**src/rtl/pw_pkg.sv**
```systemverilog
package pw_pkg;
   // Entry flag positions (behaviour depends on these)
   localparam int unsigned PB_PRESENT  = 0;
   localparam int unsigned PB_WRITABLE = 1;
   localparam int unsigned PB_USER     = 2;
   localparam int unsigned PB_ACCESSED = 5;
   localparam int unsigned PB_DIRTY    = 6;

   typedef enum logic [3:0] {
      S_IDLE,
      S_DIR_RD,
      S_DIR_CHK,
      S_DIR_WB,
      S_TBL_RD,
      S_TBL_CHK,
      S_TBL_WB,
      S_DONE,
      S_FAULT
   } walk_st_e;
endpackage

```
**src/rtl/pw_entry_chk.sv**
```systemverilog
module pw_entry_chk #(
   parameter int unsigned ENT_W = 32,
   parameter bit          LEAF  = 1'b0
) (
   input  logic [ENT_W-1:0] entry,
   input  logic             acc_wr,
   input  logic             acc_us,
   output logic             not_present,
   output logic             prot_viol,
   output logic             need_wb,
   output logic [ENT_W-1:0] wb_data
);
   import pw_pkg::*;

   logic [ENT_W-1:0] set_mask;

   always_comb begin
      not_present = !entry[PB_PRESENT];
      prot_viol   = (acc_us && !entry[PB_USER]) || (acc_wr && !entry[PB_WRITABLE]);
   end

   generate
      if (LEAF) begin : g_leaf
         assign set_mask = (ENT_W'(1) << PB_ACCESSED)
                         | (acc_wr ? (ENT_W'(1) << PB_DIRTY) : '0);
      end else begin : g_dir
         assign set_mask = ENT_W'(1) << PB_ACCESSED;
      end
   endgenerate

   assign need_wb = (entry & set_mask) != set_mask;
   assign wb_data = entry | set_mask;
endmodule

```
**src/rtl/pw_addr_gen.sv**
```systemverilog
module pw_addr_gen #(
   parameter int unsigned ADDR_W   = 32,
   parameter int unsigned OFF_W    = 12,
   parameter int unsigned IDX_W    = 10,
   parameter int unsigned ENT_LOG2 = 2,
   localparam int unsigned PG_W    = ADDR_W - OFF_W,
   localparam int unsigned PAD_W   = OFF_W - IDX_W - ENT_LOG2
) (
   input  logic [PG_W-1:0]   frame,
   input  logic [IDX_W-1:0]  index,
   output logic [ADDR_W-1:0] addr
);
   generate
      if (PAD_W > 0) begin : g_pad
         assign addr = {frame, {PAD_W{1'b0}}, index, {ENT_LOG2{1'b0}}};
      end else begin : g_nopad
         assign addr = {frame, index, {ENT_LOG2{1'b0}}};
      end
   endgenerate
endmodule

```
**src/rtl/pw_walker.sv**
```systemverilog
module pw_walker #(
   parameter int unsigned ADDR_W   = 32,
   parameter int unsigned IDX_W    = 10,
   parameter int unsigned OFF_W    = 12,
   parameter int unsigned ENT_LOG2 = 2,
   localparam int unsigned PG_W    = ADDR_W - OFF_W
) (
   input  logic              clk,
   input  logic              rst_n,
   input  logic              req_valid,
   output logic              req_ready,
   input  logic [ADDR_W-1:0] req_vaddr,
   input  logic              req_write,
   input  logic              req_user,
   input  logic [PG_W-1:0]   dir_base,
   output logic              mem_valid,
   input  logic              mem_ready,
   output logic              mem_write,
   output logic [ADDR_W-1:0] mem_addr,
   output logic [ADDR_W-1:0] mem_wdata,
   input  logic [ADDR_W-1:0] mem_rdata,
   output logic              rsp_valid,
   output logic              rsp_fault,
   output logic              rsp_prot,
   output logic [ADDR_W-1:0] rsp_paddr,
   output logic [ADDR_W-1:0] rsp_vaddr,
   output logic              rsp_write,
   output logic              rsp_user
);
   import pw_pkg::*;

   if (ADDR_W != 2 * IDX_W + OFF_W) begin : g_bad_split
      $error("pw_walker: ADDR_W must equal two indexes plus the offset");
   end
   if ((8 << ENT_LOG2) != ADDR_W) begin : g_bad_entry
      $error("pw_walker: entry size must match ADDR_W");
   end
   if (OFF_W < IDX_W + ENT_LOG2) begin : g_bad_table
      $error("pw_walker: a table must fit in one page");
   end

   walk_st_e          st_q;
   logic [ADDR_W-1:0] va_q;
   logic              wr_q, us_q, prot_q;
   logic [PG_W-1:0]   dbase_q, tbase_q, pfn_q;
   logic [ADDR_W-1:0] ent_q, wb_q;
   logic [ADDR_W-1:0] dir_addr, tbl_addr;

   logic              d_np, d_pv, d_need;
   logic [ADDR_W-1:0] d_wb;
   logic              l_np, l_pv, l_need;
   logic [ADDR_W-1:0] l_wb;

   pw_addr_gen #(.ADDR_W(ADDR_W), .OFF_W(OFF_W), .IDX_W(IDX_W), .ENT_LOG2(ENT_LOG2)) u_dir_addr (
      .frame (dbase_q),
      .index (va_q[ADDR_W-1 -: IDX_W]),
      .addr  (dir_addr)
   );

   pw_addr_gen #(.ADDR_W(ADDR_W), .OFF_W(OFF_W), .IDX_W(IDX_W), .ENT_LOG2(ENT_LOG2)) u_tbl_addr (
      .frame (tbase_q),
      .index (va_q[OFF_W +: IDX_W]),
      .addr  (tbl_addr)
   );

   pw_entry_chk #(.ENT_W(ADDR_W), .LEAF(1'b0)) u_dir_chk (
      .entry       (ent_q),
      .acc_wr      (wr_q),
      .acc_us      (us_q),
      .not_present (d_np),
      .prot_viol   (d_pv),
      .need_wb     (d_need),
      .wb_data     (d_wb)
   );

   pw_entry_chk #(.ENT_W(ADDR_W), .LEAF(1'b1)) u_leaf_chk (
      .entry       (ent_q),
      .acc_wr      (wr_q),
      .acc_us      (us_q),
      .not_present (l_np),
      .prot_viol   (l_pv),
      .need_wb     (l_need),
      .wb_data     (l_wb)
   );

   always_ff @(posedge clk or negedge rst_n) begin
      if (!rst_n) begin
         st_q    <= S_IDLE;
         va_q    <= '0;
         wr_q    <= 1'b0;
         us_q    <= 1'b0;
         prot_q  <= 1'b0;
         dbase_q <= '0;
         tbase_q <= '0;
         pfn_q   <= '0;
         ent_q   <= '0;
         wb_q    <= '0;
      end else begin
         unique case (st_q)
            S_IDLE: if (req_valid) begin
               va_q    <= req_vaddr;
               wr_q    <= req_write;
               us_q    <= req_user;
               dbase_q <= dir_base;
               prot_q  <= 1'b0;
               st_q    <= S_DIR_RD;
            end
            S_DIR_RD: if (mem_ready) begin
               ent_q <= mem_rdata;
               st_q  <= S_DIR_CHK;
            end
            S_DIR_CHK: begin
               tbase_q <= ent_q[ADDR_W-1:OFF_W];
               wb_q    <= d_wb;
               if (d_np) begin
                  st_q <= S_FAULT;
               end else if (d_pv) begin
                  prot_q <= 1'b1;
                  st_q   <= S_FAULT;
               end else begin
                  st_q <= d_need ? S_DIR_WB : S_TBL_RD;
               end
            end
            S_DIR_WB: if (mem_ready) st_q <= S_TBL_RD;
            S_TBL_RD: if (mem_ready) begin
               ent_q <= mem_rdata;
               st_q  <= S_TBL_CHK;
            end
            S_TBL_CHK: begin
               pfn_q <= ent_q[ADDR_W-1:OFF_W];
               wb_q  <= l_wb;
               if (l_np) begin
                  st_q <= S_FAULT;
               end else if (l_pv) begin
                  prot_q <= 1'b1;
                  st_q   <= S_FAULT;
               end else begin
                  st_q <= l_need ? S_TBL_WB : S_DONE;
               end
            end
            S_TBL_WB: if (mem_ready) st_q <= S_DONE;
            S_DONE:   st_q <= S_IDLE;
            S_FAULT:  st_q <= S_IDLE;
            default:  st_q <= S_IDLE;
         endcase
      end
   end

   always_comb begin
      req_ready = (st_q == S_IDLE);
      mem_valid = (st_q == S_DIR_RD) || (st_q == S_DIR_WB)
               || (st_q == S_TBL_RD) || (st_q == S_TBL_WB);
      mem_write = (st_q == S_DIR_WB) || (st_q == S_TBL_WB);
      mem_addr  = ((st_q == S_TBL_RD) || (st_q == S_TBL_WB)) ? tbl_addr : dir_addr;
      mem_wdata = wb_q;
      rsp_valid = (st_q == S_DONE) || (st_q == S_FAULT);
      rsp_fault = (st_q == S_FAULT);
      rsp_prot  = (st_q == S_FAULT) && prot_q;
      rsp_paddr = (st_q == S_DONE) ? {pfn_q, va_q[OFF_W-1:0]} : '0;
      rsp_vaddr = va_q;
      rsp_write = wr_q;
      rsp_user  = us_q;
   end
endmodule

```
**config.mk**
```make
export PLATFORM = sky130hd
export DESIGN_NAME = pw_walker
export DESIGN_NICKNAME = d
export VERILOG_FILES = /design/src/rtl/pw_pkg.sv /design/src/rtl/pw_entry_chk.sv /design/src/rtl/pw_addr_gen.sv /design/src/rtl/pw_walker.sv
export SDC_FILE = /design/constraint.sdc
export NUM_CORES = 1
export LEC_CHECK = 0
export BUFFER_PORTS_ARGS = -buffer_cell sky130_fd_sc_hd__buf_2
export CAP_MARGIN = 15
export CORE_ASPECT_RATIO = 0.6
export CORE_UTILIZATION = 45
export CTS_CLUSTER_SIZE = 20
export DETAILED_ROUTE_END_ITERATION = 8
export HOLD_SLACK_MARGIN = 0.05
export PLACE_DENSITY_LB_ADDON = 0.2
export SLEW_MARGIN = 20
export SYNTH_ARGS = -nofsm -noshare
export SYNTH_HDL_FRONTEND = slang
export SYNTH_HIERARCHICAL = 1
export SYNTH_SLANG_ARGS = --single-unit
```
**constraint.sdc**
```tcl
create_clock -name clk -period 3 [get_ports clk]
set_input_delay 0.3 -clock clk [delete_from_list [all_inputs] [get_ports clk]]
set_output_delay 0.3 -clock clk [all_outputs]
set_load 0.01 [all_outputs]
```
==> flow_summary.toml, run 1 <==
[clock_tree]
ctsHtreeMaxLevel = 4
number_of_buffers_created_by_cts = 17
worst_setup_hold_path_clk_slew_ns = 0.07
clockBufferDepth = 2
post_cts_hold_buffer_count = 1
clockRootBuffer = "sky130_fd_sc_hd__clkbuf_16"
post_cts_setup_repair_bufs = 0
clock_tree_from_tritoncts = "done"
tritoncts_num_sinks = 163
clk_latency_ns = 0.42
cts_resized = 0

[pwr]
peakVddDrop_mv = 0.487
pwr_density_cell_nw_per_um2 = 1110
gate_power_share_pct = 37.5
switching_power_mw = 3.56
power_report.internal_total_mw = 6.85
swShare_pct = 34.2
power.leakage_nw = 4.33
pwr-share-seq_pct = 40.8
clkPwrFrac_pct = 21.7

[synth]
avgSynthCellArea_um2 = 12.1
synth_enable_flop_cells = 0
synth_cells = 686
synth_sequential_area_ratio_pct = 49.1
mappedNetlistArea_um2 = 8310
yosys_register_bits = 163
synth_top_flop_cell = "sky130_fd_sc_hd__dfrtp_1"
yosysWarningCount = 6
synthArstFlopShare_pct = 100
synth_cell_type_count = 43

[timing]
fin_crit_ns = 2.79
final-setup-viol-count = 0
ratio_of_final_minimum_period_to_clock_period_pct = 92.9
final-hold-violation-count = 0
max_slew_violation_total_from_the_final_report = 0
fin_tns_setup_ns = 0
skew_ns = 0.0115
max_freq_mhz = 359
tightest_slew_ns = 0.697
rsz0062_at_grt = "false"
slew_headroom_pct = 53.5

[placed_design]
place.detailed.hpwl_um = 12400
gp_congestion = 0.849
port_buffers = 223

[cells_and_area]
finished_core_util_pct = 51.7
num-nets-final = 872
post_route_cells_drive_above_1_share_pct = 55.0
synthToLayoutAreaGrowth_pct = 12.5
insertedDiodeCount = 0

[worst_setup_path]
critPathBufInv = 2
critical_path_arrival_ns = 2.49
timing.setup.critical_path_class = "reg2out"
timing.critical_path.to_type = "primary output"
startpoint_type = "flop"
crit_path_max_incr_delay_ns = 0.74
crit_path_max_delay_cell_type = "sky130_fd_sc_hd__dfrtp_1"
critical-path-top-delay-family = "flip-flops"
critical_path.cell_chain = "nand2b_1 -> nor2_4 -> buf_4 -> mux2_2 -> buf_2"
cp.required_ns = 2.70
crit_path_max_fanout = 32

[die]
design.die.area_um2 = 19000
floorplan.initialDensity_pct = 46.0
floorplan.die.width_um = 177
die_height_um = 107
ios = 226
placeable_core_region_um2 = 18100
floorplan.rows = 38

[run]
cap_viol_max_count = 0

[global_route]
grt_use_total_pct = 18.9
grt_pass1_vias = 5259
grt_start_max_net_pins = 82
number_of_antenna_violations_at_the_first_check_in_global_routing = 1
grt_pass1_wl_um = 27600
grt_remaining_overflow = 0

[routing]
drc = 0
drt_first_pass_iters = 4
avgRoutedWirePerCell_um = 16.8
detail_routed_via_count_per_cell = 4.97
route.final.wire_length_um = 17400
vias = 5137
drt_iter0_drc = 205
antenna_left = 0

[outcome]
status = "complete, no violations"

[worst_hold_path]
min_path_type = "in2reg"
## sequential cells by signal (all words and copies together) (netlist names)
name and cells:
rsp_user 1, dbase_q 20, tbase_q 20, prot_q 1, mem_wdata 32, st_q 4, rsp_write 1, ent_q 32
pfn_q 20, rsp_vaddr 32
## cell families (layout without fill, tap and decap cells)
kind of cell / count (synthesis) / count (layout) / synth area share [%]
mux: 190 / 190 / 25.3
buf+inv: 172 / 278 / 14.6
xor+xnor: 1 / 1 / 0.105
flops: 163 / 163 / 49.1
simple gates: 100 / 100 / 6.69
other cells: 4 / 6 / 0.181
compound gates: 56 / 56 / 4.10
## area by class of cell
cell class / count / area [um^2]
clock buffer: 21 / 470
fill: 1591 / 8720
timing repair buffer: 239 / 1270
sequential: 163 / 4080
tap: 240 / 300
inverter: 8 / 30.0
clock inverter: 10 / 145
multi-input combinational: 353 / 3050
## power groups by stage
stage / clock [mW] / sequential, mW / combinational, mW
after floorplan: 0 / 4.16 / 3.71
after global placement: 0 / 4.26 / 3.81
after detailed placement: 0 / 4.29 / 3.95
after CTS: 2.33 / 4.27 / 3.95
after global routing: 2.42 / 4.43 / 4.29
final: 2.26 / 4.25 / 3.90
## through the flow
step	instances	total power, mW	instance area, um^2	hold slack, ns	setup WS (ns)
after floorplan	688	7.86	8320	0.00441	1.07
after global placement	1002	8.06	8720	0.276	0.754
after detailed placement	1002	8.24	8720	0.280	0.667
after CTS	1034	10.5	9350	0.0880	0.205
after global routing	1034	11.1	9350	0.0923	0.0322
final	1034	10.4	9350	0.108	0.213
## layout by cell type, fill, tap and decap left out, types with 3 or more instances in the layout
master	instances
sky130_fd_sc_hd__buf_2	222
sky130_fd_sc_hd__bufinv_16	3
sky130_fd_sc_hd__buf_4	13
sky130_fd_sc_hd__dfrtp_1	163
sky130_fd_sc_hd__a21oi_1	3
sky130_fd_sc_hd__mux2i_1	32
sky130_fd_sc_hd__inv_1	8
sky130_fd_sc_hd__inv_6	4
sky130_fd_sc_hd__clkbuf_16	17
sky130_fd_sc_hd__clkbuf_8	3
sky130_fd_sc_hd__nand2_1	34
sky130_fd_sc_hd__o21ai_0	39
sky130_fd_sc_hd__nor3_1	4
sky130_fd_sc_hd__nor2_1	7
sky130_fd_sc_hd__nor2b_1	3
sky130_fd_sc_hd__and2_1	35
sky130_fd_sc_hd__conb_1	6
sky130_fd_sc_hd__mux2_2	156
## routing by layer
| metal | share of wire, % | GRT usage (%) | up-vias |
|---|---|---|---|
| met3 | 6.7 | 5.40 | 24 |
| li1 | - | - | 2396 |
| met5 | 0.057 | 0 | - |
| met1 | 46 | 25.9 | 2561 |
| met2 | 45 | 28.5 | 154 |
| met4 | 1.5 | 6.65 | 2 |
## synthesized netlist by cell type, types with 4 or more instances
master                       n  area (um^2)
sky130_fd_sc_hd__dfrtp_1   163         4080
sky130_fd_sc_hd__buf_6       6         67.6
sky130_fd_sc_hd__nor2_1      9         33.8
sky130_fd_sc_hd__nor3_1      4         20.0
sky130_fd_sc_hd__clkbuf_1    9         33.8
sky130_fd_sc_hd__mux2_2    156         1760
sky130_fd_sc_hd__buf_2      12         60.1
sky130_fd_sc_hd__inv_1       8         30.0
sky130_fd_sc_hd__and2_1     36          225
sky130_fd_sc_hd__buf_4     134         1010
sky130_fd_sc_hd__conb_1      4         15.0
sky130_fd_sc_hd__nand2_1    34          128
sky130_fd_sc_hd__mux2i_1    32          320
sky130_fd_sc_hd__o21ai_0    39          195
## path summary, 6_finish.rpt
check | from | end | slack [ns] | depth (start not counted)
setup / recovery | st_q[2] | mem_addr[28] | 0.21 | 5
hold / removal | mem_rdata[7] | ent_q[7] | 0.11 | 2
setup reg to reg | st_q[0] | rsp_vaddr[10] | 0.75 | 4
hold reg to reg | pfn_q[9] | pfn_q[9] | 0.50 | 1
max in group asynchronous | rst_n | tbase_q[10] | 1.78 | 3
min in group asynchronous | rst_n | mem_wdata[11] | 0.39 | 2
Power figures use the tool's default switching activity.
==> run 2: changes to the inputs <==
Settings changed: REMOVE_ABC_BUFFERS set to 1.
==> run 2 against run 1 <==
Sequential share of layout area is essentially flat. Clock power shrank 6%. Wire length shrank 1.4%. Utilization shrank 0.055 points. Global-route usage shrank 0.38 points. Clock-buffer cell count shrank 4. Power shrank 1.4%. Clock skew shrank 0.0012 ns. Final cell count is essentially flat. Non-clock buffer count shrank 1. Critical path depth is the same. Fmax grew 4.7%. Highest routed layer is now met4.
==> flow_summary.toml, run 2 (synthesis results as in run 1) <==
[outcome]
status = "complete, no violations"

[clock_tree]
clockRootBuffer = "sky130_fd_sc_hd__clkbuf_16"
ctsHtreeMaxLevel = 4
clockBufferDepth = 2
clock_tree_from_tritoncts = "done"
number_of_buffers_created_by_cts = 17
worst_setup_hold_path_clk_slew_ns = 0.07
tritoncts_num_sinks = 163
post_cts_setup_repair_bufs = 0
clk_latency_ns = 0.41

[global_route]
grt_use_total_pct = 18.5
grt_start_max_net_pins = 74
grt_pass1_vias = 5080
number_of_antenna_violations_at_the_first_check_in_global_routing = 1
grt_pass1_wl_um = 27300
grt_remaining_overflow = 0

[run]
cap_viol_max_count = 0

[die]
ios = 226
floorplan.die.width_um = 177
design.die.area_um2 = 19000
floorplan.initialDensity_pct = 46.0
die_height_um = 107
placeable_core_region_um2 = 18100
floorplan.rows = 38

[cells_and_area]
layout_common_cells = "sky130_fd_sc_hd__buf_2, sky130_fd_sc_hd__dfrtp_1, sky130_fd_sc_hd__mux2_2, sky130_fd_sc_hd__o21ai_0, sky130_fd_sc_hd__and2_1"
layout.cell_area.non_filler_um2 = 9340
post_route_cells_drive_above_1_share_pct = 55.2
fill_cells = 1586
finished_core_util_pct = 51.7
layout.cells.most_common = "sky130_fd_sc_hd__buf_2"
num-nets-final = 871
fin_cells = 1035
synthToLayoutAreaGrowth_pct = 12.4

[timing]
max_slew_violation_total_from_the_final_report = 0
final-setup-viol-count = 0
rsz0062_at_grt = "false"
hold_ws_ns = 0.104
max_freq_mhz = 376
ratio_of_final_minimum_period_to_clock_period_pct = 88.8
tightest_slew_ns = 0.682
skew_ns = 0.0103
fin_crit_ns = 2.66
fin_tns_setup_ns = 0
final-hold-violation-count = 0
slew_headroom_pct = 54.5

[routing]
antenna_left = 0
route.final.wire_length_um = 17200
detail_routed_via_count_per_cell = 4.86
drc = 0
vias = 5032
avgRoutedWirePerCell_um = 16.6
drt_iter0_drc = 225
drt_first_pass_iters = 4

[pwr]
clkPwrFrac_pct = 20.7
swShare_pct = 35.7
power.leakage_nw = 4.32
power_report.internal_total_mw = 6.60
switching_power_mw = 3.67
gate_power_share_pct = 38.9
pwr-share-seq_pct = 40.5
pwr_density_cell_nw_per_um2 = 1100
peakVddDrop_mv = 0.432

[worst_setup_path]
critical_path.cell_chain = "nand2b_1 -> nor2_4 -> buf_12 -> mux2_2 -> buf_2"
startpoint_type = "flop"
crit_path_max_fanout = 25
crit_path_max_delay_cell_type = "sky130_fd_sc_hd__dfrtp_1"
cp.required_ns = 2.70
crit_path_max_incr_delay_ns = 0.56
critPathBufInv = 2
timing.critical_path.to_type = "primary output"
critical_path_arrival_ns = 2.36
critical-path-top-delay-family = "simple AND/OR/NAND/NOR gates"
timing.setup.critical_path_class = "reg2out"

[placed_design]
place.detailed.hpwl_um = 12000
dp.cells = 1001
port_buffers = 223
area_after_dpl_um2 = 8750
gp_congestion = 0.833

[worst_hold_path]
min_path_type = "in2reg"
## run 2: changes by cell type in the layout (fill, tap and decap cells not counted), sizes merged
cell	delta
buf	-1
diode	+1
bufinv	-3
clkinvlp	-2
clkbuf	-4
clkinv	+2
inv	+8
## run 2: metal layers
metal  up-vias  share of wire (%)  GRT usage [%]
met1      2465                 50           27.4
li1       2398                  -              -
met5         -                  0              0
met2       160                 43           26.9
met3         9                7.1           5.44
met4         0               0.44           3.30
## run 2: timing repair
| action | CTS | global route |
|---|---|---|
| hold buffers | 1 | 0 |
| endpoints found under the setup margin | 0 | 0 |
| gates resized for setup | 0 | 0 |
| endpoints found under the hold margin | 70 | 0 |
## run 2: metrics by stage
stage,power (mW),worst slack [ns]
after floorplan,6.66,-2.40
after global placement,8.04,0.808
after detailed placement,8.22,0.729
after CTS,10.4,0.287
after global routing,11.0,0.217
final,10.3,0.337
## run 2: final timing paths
kind / start / to / slack (ns) / cells past startpoint
hold reg to reg: pfn_q[13] / pfn_q[13] / 0.50 / 1
max in group asynchronous: rst_n / mem_wdata[15] / 1.73 / 3
setup / recovery: st_q[3] / mem_addr[29] / 0.34 / 5
hold / removal: mem_rdata[6] / ent_q[6] / 0.10 / 2
setup reg to reg: st_q[0] / rsp_vaddr[31] / 0.73 / 4
min in group asynchronous: rst_n / st_q[3] / 0.48 / 2
## run 2: cell type report
| class | instances | area [um^2] | share of cell area [%] |
|---|---|---|---|
| flip-flops and latches | 163 | 4080 | 43.7 |
| inverters | 8 | 30.0 | 0.322 |
| repair buffers | 238 | 1300 | 13.9 |
| clock inverters | 15 | 148 | 1.58 |
| well taps | 240 | 300 | 3.22 |
| diodes | 1 | 2.50 | 0.0268 |
| clock buffers | 17 | 425 | 4.56 |
| multi-input cells | 353 | 3050 | 32.7 |
## run 2: power by group through the flow
| stage | clock network, mW | registers (mW) | logic [mW] |
|---|---|---|---|
| 2_1_floorplan | 0 | 4.20 | 2.46 |
| 3_3_place_gp | 0 | 4.12 | 3.92 |
| 3_5_place_dp | 0 | 4.19 | 4.03 |
| 4_1_cts | 2.18 | 4.16 | 4.04 |
| 5_1_grt | 2.28 | 4.34 | 4.37 |
| 6_report | 2.12 | 4.16 | 3.99 |
